`src/rtl/can_rxf_pkg.sv`:
```
package can_rxf_pkg;
    localparam int ID_W   = 29;
    localparam int DATA_W = 64;

    typedef enum logic [1:0] {
        FMT_EXT  = 2'd0,
        FMT_STD  = 2'd1,
        FMT_PART = 2'd2,
        FMT_OFF  = 2'd3
    } fmt_e;

    typedef enum logic {
        ST_IDLE = 1'b0,
        ST_EVAL = 1'b1
    } st_e;

    typedef struct packed {
        logic              rtr;
        logic              ide;
        logic [ID_W-1:0]   id;
        logic [3:0]        dlc;
        logic [DATA_W-1:0] data;
    } frame_t;
endpackage

```
`src/rtl/can_rxf_table.sv`:
```
module can_rxf_table #(
    parameter int NWORD = 8,
    parameter int AW    = 3
) (
    input  logic                   clk,
    input  logic                   rst_n,
    input  logic                   wr,
    input  logic                   sel_mask,
    input  logic [AW-1:0]          addr,
    input  logic [31:0]            wdata,
    output logic [NWORD-1:0][31:0] id_tbl,
    output logic [NWORD-1:0][31:0] mask_tbl
);
    always_ff @(posedge clk) begin
        if (!rst_n) begin
            id_tbl   <= '0;
            mask_tbl <= '0;
        end else if (wr) begin
            if (sel_mask) mask_tbl[addr] <= wdata;
            else          id_tbl[addr]   <= wdata;
        end
    end
endmodule

```
`src/rtl/can_rxf_match.sv`:
```
module can_rxf_match
    import can_rxf_pkg::*;
#(
    parameter int NWORD = 8,
    parameter int HW    = 5
) (
    input  fmt_e                   fmt,
    input  logic [NWORD-1:0][31:0] id_tbl,
    input  logic [NWORD-1:0][31:0] mask_tbl,
    input  logic                   f_ide,
    input  logic                   f_rtr,
    input  logic [ID_W-1:0]        f_id,
    output logic                   hit,
    output logic [HW-1:0]          idx
);
    localparam int NEXT = NWORD;
    localparam int NSTD = 2 * NWORD;
    localparam int NPRT = 4 * NWORD;

    logic [10:0]     key11;
    logic [7:0]      key8;
    logic [NEXT-1:0] hx;
    logic [NSTD-1:0] hs;
    logic [NPRT-1:0] hp;
    logic [NPRT-1:0] vec;

    assign key11 = f_ide ? f_id[28:18] : f_id[10:0];
    assign key8  = f_ide ? f_id[28:21] : f_id[10:3];

    for (genvar e = 0; e < NEXT; e++) begin : g_ext
        assign hx[e] = (id_tbl[e][31] == f_rtr) && (id_tbl[e][30] == f_ide) &&
                       (((f_id ^ id_tbl[e][28:0]) & mask_tbl[e][28:0]) == '0);
    end

    for (genvar e = 0; e < NSTD; e++) begin : g_std
        localparam int W = e / 2;
        localparam int L = (e % 2) * 16;
        assign hs[e] = (id_tbl[W][L+15] == f_rtr) && (id_tbl[W][L+14] == f_ide) &&
                       (((key11 ^ id_tbl[W][L +: 11]) & mask_tbl[W][L +: 11]) == '0);
    end

    for (genvar e = 0; e < NPRT; e++) begin : g_prt
        localparam int W = e / 4;
        localparam int L = (e % 4) * 8;
        assign hp[e] = (((key8 ^ id_tbl[W][L +: 8]) & mask_tbl[W][L +: 8]) == '0);
    end

    always_comb begin
        vec = '0;
        unique case (fmt)
            FMT_EXT:  vec[NEXT-1:0] = hx;
            FMT_STD:  vec[NSTD-1:0] = hs;
            FMT_PART: vec           = hp;
            FMT_OFF:  vec           = '0;
        endcase
        hit = |vec;
        idx = '0;
        for (int i = NPRT - 1; i >= 0; i--) begin
            if (vec[i]) idx = HW'(i);
        end
    end
endmodule

```
`src/rtl/can_rxf_queue.sv`:
```
module can_rxf_queue
    import can_rxf_pkg::*;
#(
    parameter int DEPTH = 6,
    parameter int HW    = 5,
    parameter int CW    = $clog2(DEPTH + 1)
) (
    input  logic          clk,
    input  logic          rst_n,
    input  logic          push,
    input  frame_t        push_frm,
    input  logic [HW-1:0] push_idx,
    input  logic          pop,
    output logic          avail,
    output logic          full,
    output frame_t        head_frm,
    output logic [HW-1:0] head_idx,
    output logic [CW-1:0] count
);
    localparam int PW = (DEPTH > 1) ? $clog2(DEPTH) : 1;

    frame_t        mem_frm [DEPTH];
    logic [HW-1:0] mem_idx [DEPTH];
    logic [PW-1:0] wp, rp;
    logic          do_push, do_pop;

    assign avail    = (count != '0);
    assign full     = (count == CW'(DEPTH));
    assign do_push  = push && !full;
    assign do_pop   = pop && avail;
    assign head_frm = mem_frm[rp];
    assign head_idx = mem_idx[rp];

    function automatic logic [PW-1:0] nxt(input logic [PW-1:0] p);
        return (p == PW'(DEPTH - 1)) ? '0 : p + PW'(1);
    endfunction

    always_ff @(posedge clk) begin
        if (!rst_n) begin
            wp    <= '0;
            rp    <= '0;
            count <= '0;
            for (int i = 0; i < DEPTH; i++) begin
                mem_frm[i] <= '0;
                mem_idx[i] <= '0;
            end
        end else begin
            if (do_push) begin
                mem_frm[wp] <= push_frm;
                mem_idx[wp] <= push_idx;
                wp          <= nxt(wp);
            end
            if (do_pop) rp <= nxt(rp);
            if (do_push && !do_pop)      count <= count + CW'(1);
            else if (do_pop && !do_push) count <= count - CW'(1);
        end
    end
endmodule

```
`src/rtl/can_rxf.sv`:
```
module can_rxf
    import can_rxf_pkg::*;
#(
    parameter int NWORD = 8,
    parameter int DEPTH = 6,
    localparam int AW   = $clog2(NWORD),
    localparam int HW   = $clog2(4 * NWORD),
    localparam int CW   = $clog2(DEPTH + 1)
) (
    input  logic              clk,
    input  logic              rst_n,
    input  logic [1:0]        cfg_fmt,
    input  logic              tbl_wr,
    input  logic              tbl_mask,
    input  logic [AW-1:0]     tbl_addr,
    input  logic [31:0]       tbl_wdata,
    input  logic              in_valid,
    input  logic              in_ide,
    input  logic              in_rtr,
    input  logic [ID_W-1:0]   in_id,
    input  logic [3:0]        in_dlc,
    input  logic [DATA_W-1:0] in_data,
    input  logic              pop,
    input  logic              ovf_clr,
    output logic              out_avail,
    output logic              out_ide,
    output logic              out_rtr,
    output logic [ID_W-1:0]   out_id,
    output logic [3:0]        out_dlc,
    output logic [DATA_W-1:0] out_data,
    output logic [HW-1:0]     out_hit,
    output logic              out_ovf
);
    logic [NWORD-1:0][31:0] id_tbl, mask_tbl;
    st_e           st_q, st_d;
    frame_t        cap_q, q_head;
    logic          m_hit, q_full, q_push, f_drop;
    logic [HW-1:0] m_idx;
    logic [CW-1:0] q_cnt;

    can_rxf_table #(.NWORD(NWORD), .AW(AW)) u_table (
        .clk(clk), .rst_n(rst_n), .wr(tbl_wr), .sel_mask(tbl_mask),
        .addr(tbl_addr), .wdata(tbl_wdata), .id_tbl(id_tbl), .mask_tbl(mask_tbl)
    );

    can_rxf_match #(.NWORD(NWORD), .HW(HW)) u_match (
        .fmt(fmt_e'(cfg_fmt)), .id_tbl(id_tbl), .mask_tbl(mask_tbl),
        .f_ide(cap_q.ide), .f_rtr(cap_q.rtr), .f_id(cap_q.id),
        .hit(m_hit), .idx(m_idx)
    );

    can_rxf_queue #(.DEPTH(DEPTH), .HW(HW), .CW(CW)) u_queue (
        .clk(clk), .rst_n(rst_n), .push(q_push), .push_frm(cap_q), .push_idx(m_idx),
        .pop(pop), .avail(out_avail), .full(q_full), .head_frm(q_head),
        .head_idx(out_hit), .count(q_cnt)
    );

    // state register and frame capture
    always_ff @(posedge clk) begin
        if (!rst_n) begin
            st_q  <= ST_IDLE;
            cap_q <= '0;
        end else begin
            st_q <= st_d;
            if (st_q == ST_IDLE && in_valid)
                cap_q <= '{rtr: in_rtr, ide: in_ide, id: in_id, dlc: in_dlc, data: in_data};
        end
    end

    always_comb begin
        st_d = st_q;
        unique case (st_q)
            ST_IDLE: if (in_valid) st_d = ST_EVAL;
            ST_EVAL: st_d = ST_IDLE;
        endcase
    end

    // outputs of the controller
    always_comb begin
        q_push = 1'b0;
        f_drop = 1'b0;
        unique case (st_q)
            ST_IDLE: ;
            ST_EVAL: begin
                q_push = m_hit && !q_full;
                f_drop = m_hit && q_full;
            end
        endcase
    end

    always_ff @(posedge clk) begin
        if (!rst_n)       out_ovf <= 1'b0;
        else if (f_drop)  out_ovf <= 1'b1;
        else if (ovf_clr) out_ovf <= 1'b0;
    end

    assign out_ide  = q_head.ide;
    assign out_rtr  = q_head.rtr;
    assign out_id   = q_head.id;
    assign out_dlc  = q_head.dlc;
    assign out_data = q_head.data;
endmodule

```
`config.mk`:
```
export PLATFORM = sky130hd
export DESIGN_NAME = can_rxf
export DESIGN_NICKNAME = d
export VERILOG_FILES = /design/src/rtl/can_rxf_pkg.sv /design/src/rtl/can_rxf_table.sv /design/src/rtl/can_rxf_match.sv /design/src/rtl/can_rxf_queue.sv /design/src/rtl/can_rxf.sv
export SDC_FILE = /design/constraint.sdc
export NUM_CORES = 2
export LEC_CHECK = 0
export ABC_AREA = 1
export BUFFER_PORTS_ARGS = -buffer_cell sky130_fd_sc_hd__buf_2
export CAP_MARGIN = 20
export CORE_MARGIN = 1.5
export CORE_UTILIZATION = 56
export DETAILED_ROUTE_END_ITERATION = 16
export PLACE_DENSITY = 0.87
export SLEW_MARGIN = 10
export SYNTH_ARGS = -nofsm -noshare
export SYNTH_HDL_FRONTEND = slang
export SYNTH_SLANG_ARGS = --single-unit
```
`constraint.sdc`:
```
create_clock -name clk -period 11.73 [get_ports clk]
set_input_delay 1.173 -clock clk [delete_from_list [all_inputs] [get_ports clk]]
set_output_delay 1.173 -clock clk [all_outputs]
set_load 0.02 [all_outputs]
```
=== Word-level counts from Yosys, hierarchy flattened ===
Memories as Yosys holds them, arrays and structs flattened. A register that Yosys moved wholly into a read port is not among the register bits.
Index checks and enable logic that the tools add are counted.

* Memories kept: 2
* Input bits: 143
* Bits in latches: 0
* Bits in read-only memories: 0
* RAM bits: 624
* Bits in registers: 622

{| class="wikitable"
|+ Memories
! name !! depth !! bits a word !! rd ports !! clocked after memory_dff !! write ports !! line !! RTL
|-
| u_queue.mem_frm || 6 || 99 || 1 || 1 || 6 || can_rxf_queue.sv:22 || <nowiki>frame_t mem_frm [DEPTH];</nowiki>
|-
| u_queue.mem_idx || 6 || 5 || 1 || 1 || 6 || can_rxf_queue.sv:23 || <nowiki>logic [HW-1:0] mem_idx [DEPTH];</nowiki>
|}

* $mul: 0
* Order comparisons: 2
* Divide/modulo/power cells: 0
* Reduce and logical (&&, ||, !) cells: 116
* Bitwise logic cells: 114
* Equality and inequality tests: 38
* Multiplexer cells: 65
* Add/sub/neg operators: 4
* Shift operators: 0

{| class="wikitable"
|+ Operators with widths
! kind !! count
|-
| bitwise mux 256 bit || 2
|-
| bitwise AND 8 bit || 32
|-
| logical NOT 8 bit || 32
|-
| XOR 8 bit || 32
|-
| bitwise AND 29 bit || 8
|-
| logical NOT 29 bit || 8
|-
| XOR 29 bit || 8
|-
| bitwise AND 11 bit || 16
|-
| logical NOT 11 bit || 16
|-
| XOR 11 bit || 16
|-
| two-way mux 5 bit || 33
|-
| two-way mux 99 bit || 1
|-
| OR reduction 99 bit || 1
|-
| demux 32 bit (select 3 bit) || 1
|-
| logical AND 1 bit || 48
|-
| equality test 1 bit || 32
|-
| two-way mux 32 bit || 1
|-
| case mux 8 bit (4 select lines) || 1
|-
| OR reduction 32 bit || 1
|-
| two-way mux 3 bit || 10
|-
| two-way mux 16 bit || 1
|-
| case mux 8 bit (2 select lines) || 1
|-
| two-way mux 1 bit || 11
|-
| two-way mux 11 bit || 1
|-
| 16 further kinds || 26
|}

=== Depth between registers and ports, before layout ===
* Word-level depth: 38
* Gate-level depth with buffers: 43

=== By module ===
From an unflattened synthesis, not the netlist that was laid out.

* Cell total of the unflattened synthesis: 9,566
* Area total of the unflattened synthesis: 72,573.4 um2

{| class="wikitable"
|+ By module, submodules not included
! module !! area an instance (um2) !! cells an instance !! instances
|-
| can_rxf_queue || 36,749.0 || 3,551 || 1
|-
| can_rxf_table || 19,885.3 || 2,918 || 1
|-
| can_rxf_match || 11,700.0 || 2,448 || 1
|-
| can_rxf || 4,239.1 || 649 || 1
|}

=== Worst setup path before layout ===
Ideal clock, no wire load.

* Path type: input -> register
* From: input cfg_fmt[0]
* To: memory u_queue.mem_frm[5][0] in the netlist's numbering (enable)
* Path buffers: 2
* Arrival time: 10.694 ns
* Slack: 0.316 ns
* Stages: 16
* Setup time: 0.720 ns
* Data required time: 11.010 ns
* Cells stage by stage: inv_1 -> ha_1 -> clkbuf_1 -> clkbuf_1 -> nand3_1 -> o41ai_1 -> nand2_1 -> o31ai_1 -> nor2_1 -> nand2_1 -> nor2_1 -> nand2_1 -> o31ai_2 -> nor2_4 -> nand2_2 -> o31ai_1

{| class="wikitable"
|+ RTL lines
! element !! line !! RTL
|-
| start: declaration || can_rxf.sv:12 || <nowiki>input logic [1:0] cfg_fmt,</nowiki>
|-
| end: declaration || can_rxf_queue.sv:22 ||
|}

==> flow_metrics.tcl <==
set metrics [dict create \
    rsz0062_at_grt "false" \
    route.detailed.drc 0 \
    ys_warn_count 0 \
    yosysSeqAreaShare_pct 55.6 \
    status "finished, final reports clean" \
    final_area_sq_um 74200 \
    final_cells 9738 \
    fin_crit_ns 8.76 \
    fin_tns_setup_ns 0 \
    hold_buffers 0 \
    syn_avg_cell_area_sq_um 8.35 \
    synth-seq-cells 1457 \
    cp.required_ns 12.14 \
    wl_per_cell_microns 24.8 \
    die_x_microns 350 \
    post_cts_buffers 0 \
    vias_per_cell 6.36 \
    fmax_ghz 0.114 \
    asyncSetResetFlopFracSynth_pct 0 \
    cp_max_fo 48 \
    skew_ns 0.0572 \
    maxCapViolations 0 \
    vias 61900 \
    dp_slack_ns 3.50 \
    cts_max_level 4 \
    clk_path_buf_depth 3 \
    syn_area_sq_um 67500 \
    grt_usage_pct 38.2 \
    synthAdderAreaFrac_pct 0.104 \
    grt_first_pass_wirelength_microns 351000 \
    clock_sinks 1457 \
    synthXorXnorAreaFrac_pct 0.338 \
    die_y_microns 350 \
    cts_inserted_buffers 148 \
    synth_compound_area_share_pct 19.5 \
    first_pass_iters 9 \
    insertion_delay_ns 0.80 \
    start_util_pct 56.4 \
    grt_overflow 0 \
    synth-edff-count 832 \
    ir_worst_vdd_uv 141 \
    gp_congestion 1.03 \
    drive_gt1_share_pct 8.41 \
    cts_root_buffer "clkbuf_16" \
    clkTransAtPathRegs_ns 0.06 \
    crit_path_end_kind "register" \
    power_density_nw_per_um2 173 \
    criticalPathCategory "register to register" \
    placed_area_sq_um 69200 \
    syn_inst 8077 \
    holdWs_ns 0.460 \
    synthFlopType "edfxtp_1" \
    areaGrowthSynthToFinish_pct 9.97 \
    placed_cells 9463 \
    dieArea_sq_um 123000 \
    fin_nets 8150 \
    cts_resized 0 \
    setup_ws_ns 2.97 \
    setup_violations 0 \
    synth.distinct_cells 55 \
    ant_nets 0 \
    min_path_type "register to register" \
    maxSlewHeadroom_pct 5.85 \
    worstMarginPinSlew_ns 1.39 \
    cts_tree "built" \
    antenna_found_initial 3 \
    top_level_ports 249 \
    nFillCells 9487 \
    drt_iter0_drc 10100 \
    routed_wl_microns 241000 \
    synth_top_family_by_area "compound AO/OA/AOI/OAI gates" \
    period_share_pct 74.7 \
    slew_violations 0 \
    synth_mux_area_share_pct 0 \
    arrival_ns 9.17 \
    yosys.area_share.simple_pct 18.2 \
    worstSetupStartpointType "register" \
    portBuffers 248 \
    coreArea_sq_um 120000 \
    grt_pass1_vias 57700 \
    dp_hpwl_microns 145000 \
    rows 127 \
    power_leakage_nw 27.6 \
    synthesis.nets 8225 \
    grt_max_degree 261 \
    hold_violations 0 \
]
## flip-flops by register name (all words and copies together) (netlist names), named ones only
signal	flops
u_queue.mem_idx	40
u_queue.rp	3
u_queue.wp	3
out_ovf	1
u_queue.count	3
u_table.id_tbl	256
u_table.mask_tbl	256
cap_q	99
u_queue.mem_frm	792
st_q	1
## layout by cell type (no fill, tap or decap), types with 24 or more instances in the layout
| master | netlist | layout |
|---|---|---|
| nor2_1 | 1965 | 1960 |
| o21ai_0 | 1439 | 1439 |
| edfxtp_1 | 832 | 832 |
| a21oi_1 | 750 | 750 |
| nand2_1 | 653 | 642 |
| dfxtp_1 | 625 | 623 |
| inv_1 | 410 | 407 |
| buf_2 | 98 | 247 |
| nand3_1 | 241 | 237 |
| clkbuf_16 | 0 | 151 |
| buf_4 | 31 | 115 |
| a31oi_1 | 112 | 112 |
| o22ai_1 | 110 | 110 |
| nor4_1 | 55 | 55 |
| nand4_1 | 54 | 54 |
| clkbuf_1 | 419 | 36 |
| nor3_1 | 27 | 27 |
| clkinv_2 | 0 | 24 |
## where the power goes
group / switching (mW) / internal [mW] / total, mW
combinational: 1.74 / 0.573 / 2.31
clock: 2.12 / 2.75 / 4.87
sequential: 0.129 / 5.55 / 5.68
total: 3.98 / 8.87 / 12.9
## logic make-up (layout without fill, tap and decap cells)
logic type      Yosys count  after routing
xor+xnor                 26             26
other cells               0              1
buf+inv                1025           1073
flops                  1457           1457
fa+ha+maj                 5              5
compound gates         2512           2512
simple gates           3052           3052
## layer usage
| metal | vias up | part of all wire, % | wire length (microns) | global-route usage (%) |
|---|---|---|---|---|
| li1 | 27500 | - | - | - |
| met1 | 28700 | 35 | 84300 | 48.0 |
| met2 | 4732 | 44 | 107000 | 59.5 |
| met3 | 958 | 13 | 32000 | 8.14 |
| met4 | 2 | 7.3 | 17700 | 25.4 |
| met5 | - | 0.0075 | 18 | 0 |
## per-stage QoR
step,power (mW),util [%]
final,12.9,62.0
after global routing,13.2,62.0
after CTS,12.8,62.0
after floorplan,7.16,-
after global placement,7.92,57.8
after detailed placement,7.98,57.8
## layout make-up
type / instances / area, sq um / area share, %
Sequential cell: 1457 / 37500 / 50.6
Multi-Input combinational cell: 5595 / 25900 / 34.9
Clock buffer: 208 / 4200 / 5.67
Timing Repair Buffer: 367 / 2180 / 2.94
Tap cell: 1612 / 2020 / 2.72
Inverter: 433 / 1650 / 2.22
Clock inverter: 65 / 764 / 1.03
Antenna cell: 1 / 2.50 / 0.00337
## Yosys cell counts, types with 31 or more instances
| cell | instances | share of area (%) |
|---|---|---|
| a21oi_1 | 750 | 5.6 |
| a31oi_1 | 112 | 1.0 |
| nand3_1 | 241 | 1.8 |
| nand2_1 | 653 | 3.6 |
| edfxtp_1 | 832 | 37 |
| nand4_1 | 54 | 0.50 |
| o22ai_1 | 110 | 1.0 |
| clkbuf_1 | 419 | 2.3 |
| buf_4 | 31 | 0.34 |
| o21ai_0 | 1439 | 11 |
| dfxtp_1 | 625 | 19 |
| nor2_1 | 1965 | 11 |
| nor4_1 | 55 | 0.51 |
| inv_1 | 410 | 2.3 |
| buf_2 | 98 | 0.73 |
## path summary, 6_finish.rpt
check	start	end	slack, ns	depth (start not counted)
setup / recovery	cap_q[97]	u_queue.mem_frm[4][53]	2.97	22
hold / removal	u_table.mask_tbl[31]	u_table.mask_tbl[31]	0.46	2
setup reg to reg	cap_q[97]	u_queue.mem_frm[4][53]	2.97	22
hold reg to reg	u_table.mask_tbl[31]	u_table.mask_tbl[31]	0.46	2
## worst max-delay path: stages, from the launching register on
cell and delay (ns):
dfxtp_1 0.29, buf_4 0.28, inv_2 0.74, nand2_1 0.20, nand2_2 0.53, buf_4 0.39, a21oi_1 0.12, nor4_1 0.32
nand3_1 0.11, o41ai_1 1.13, nand2_1 0.13, o31ai_1 0.21, nor2_1 0.17, nand2_1 0.14, nor2_1 0.06, nand2_1 0.10
o31ai_2 0.12, nor2_4 0.20, nand2_4 0.41, nor2_4 0.42, nand3_4 0.64, nand2_4 0.97, buf_4 0.58
No activity file was read; power rests on OpenSTA's default activity.
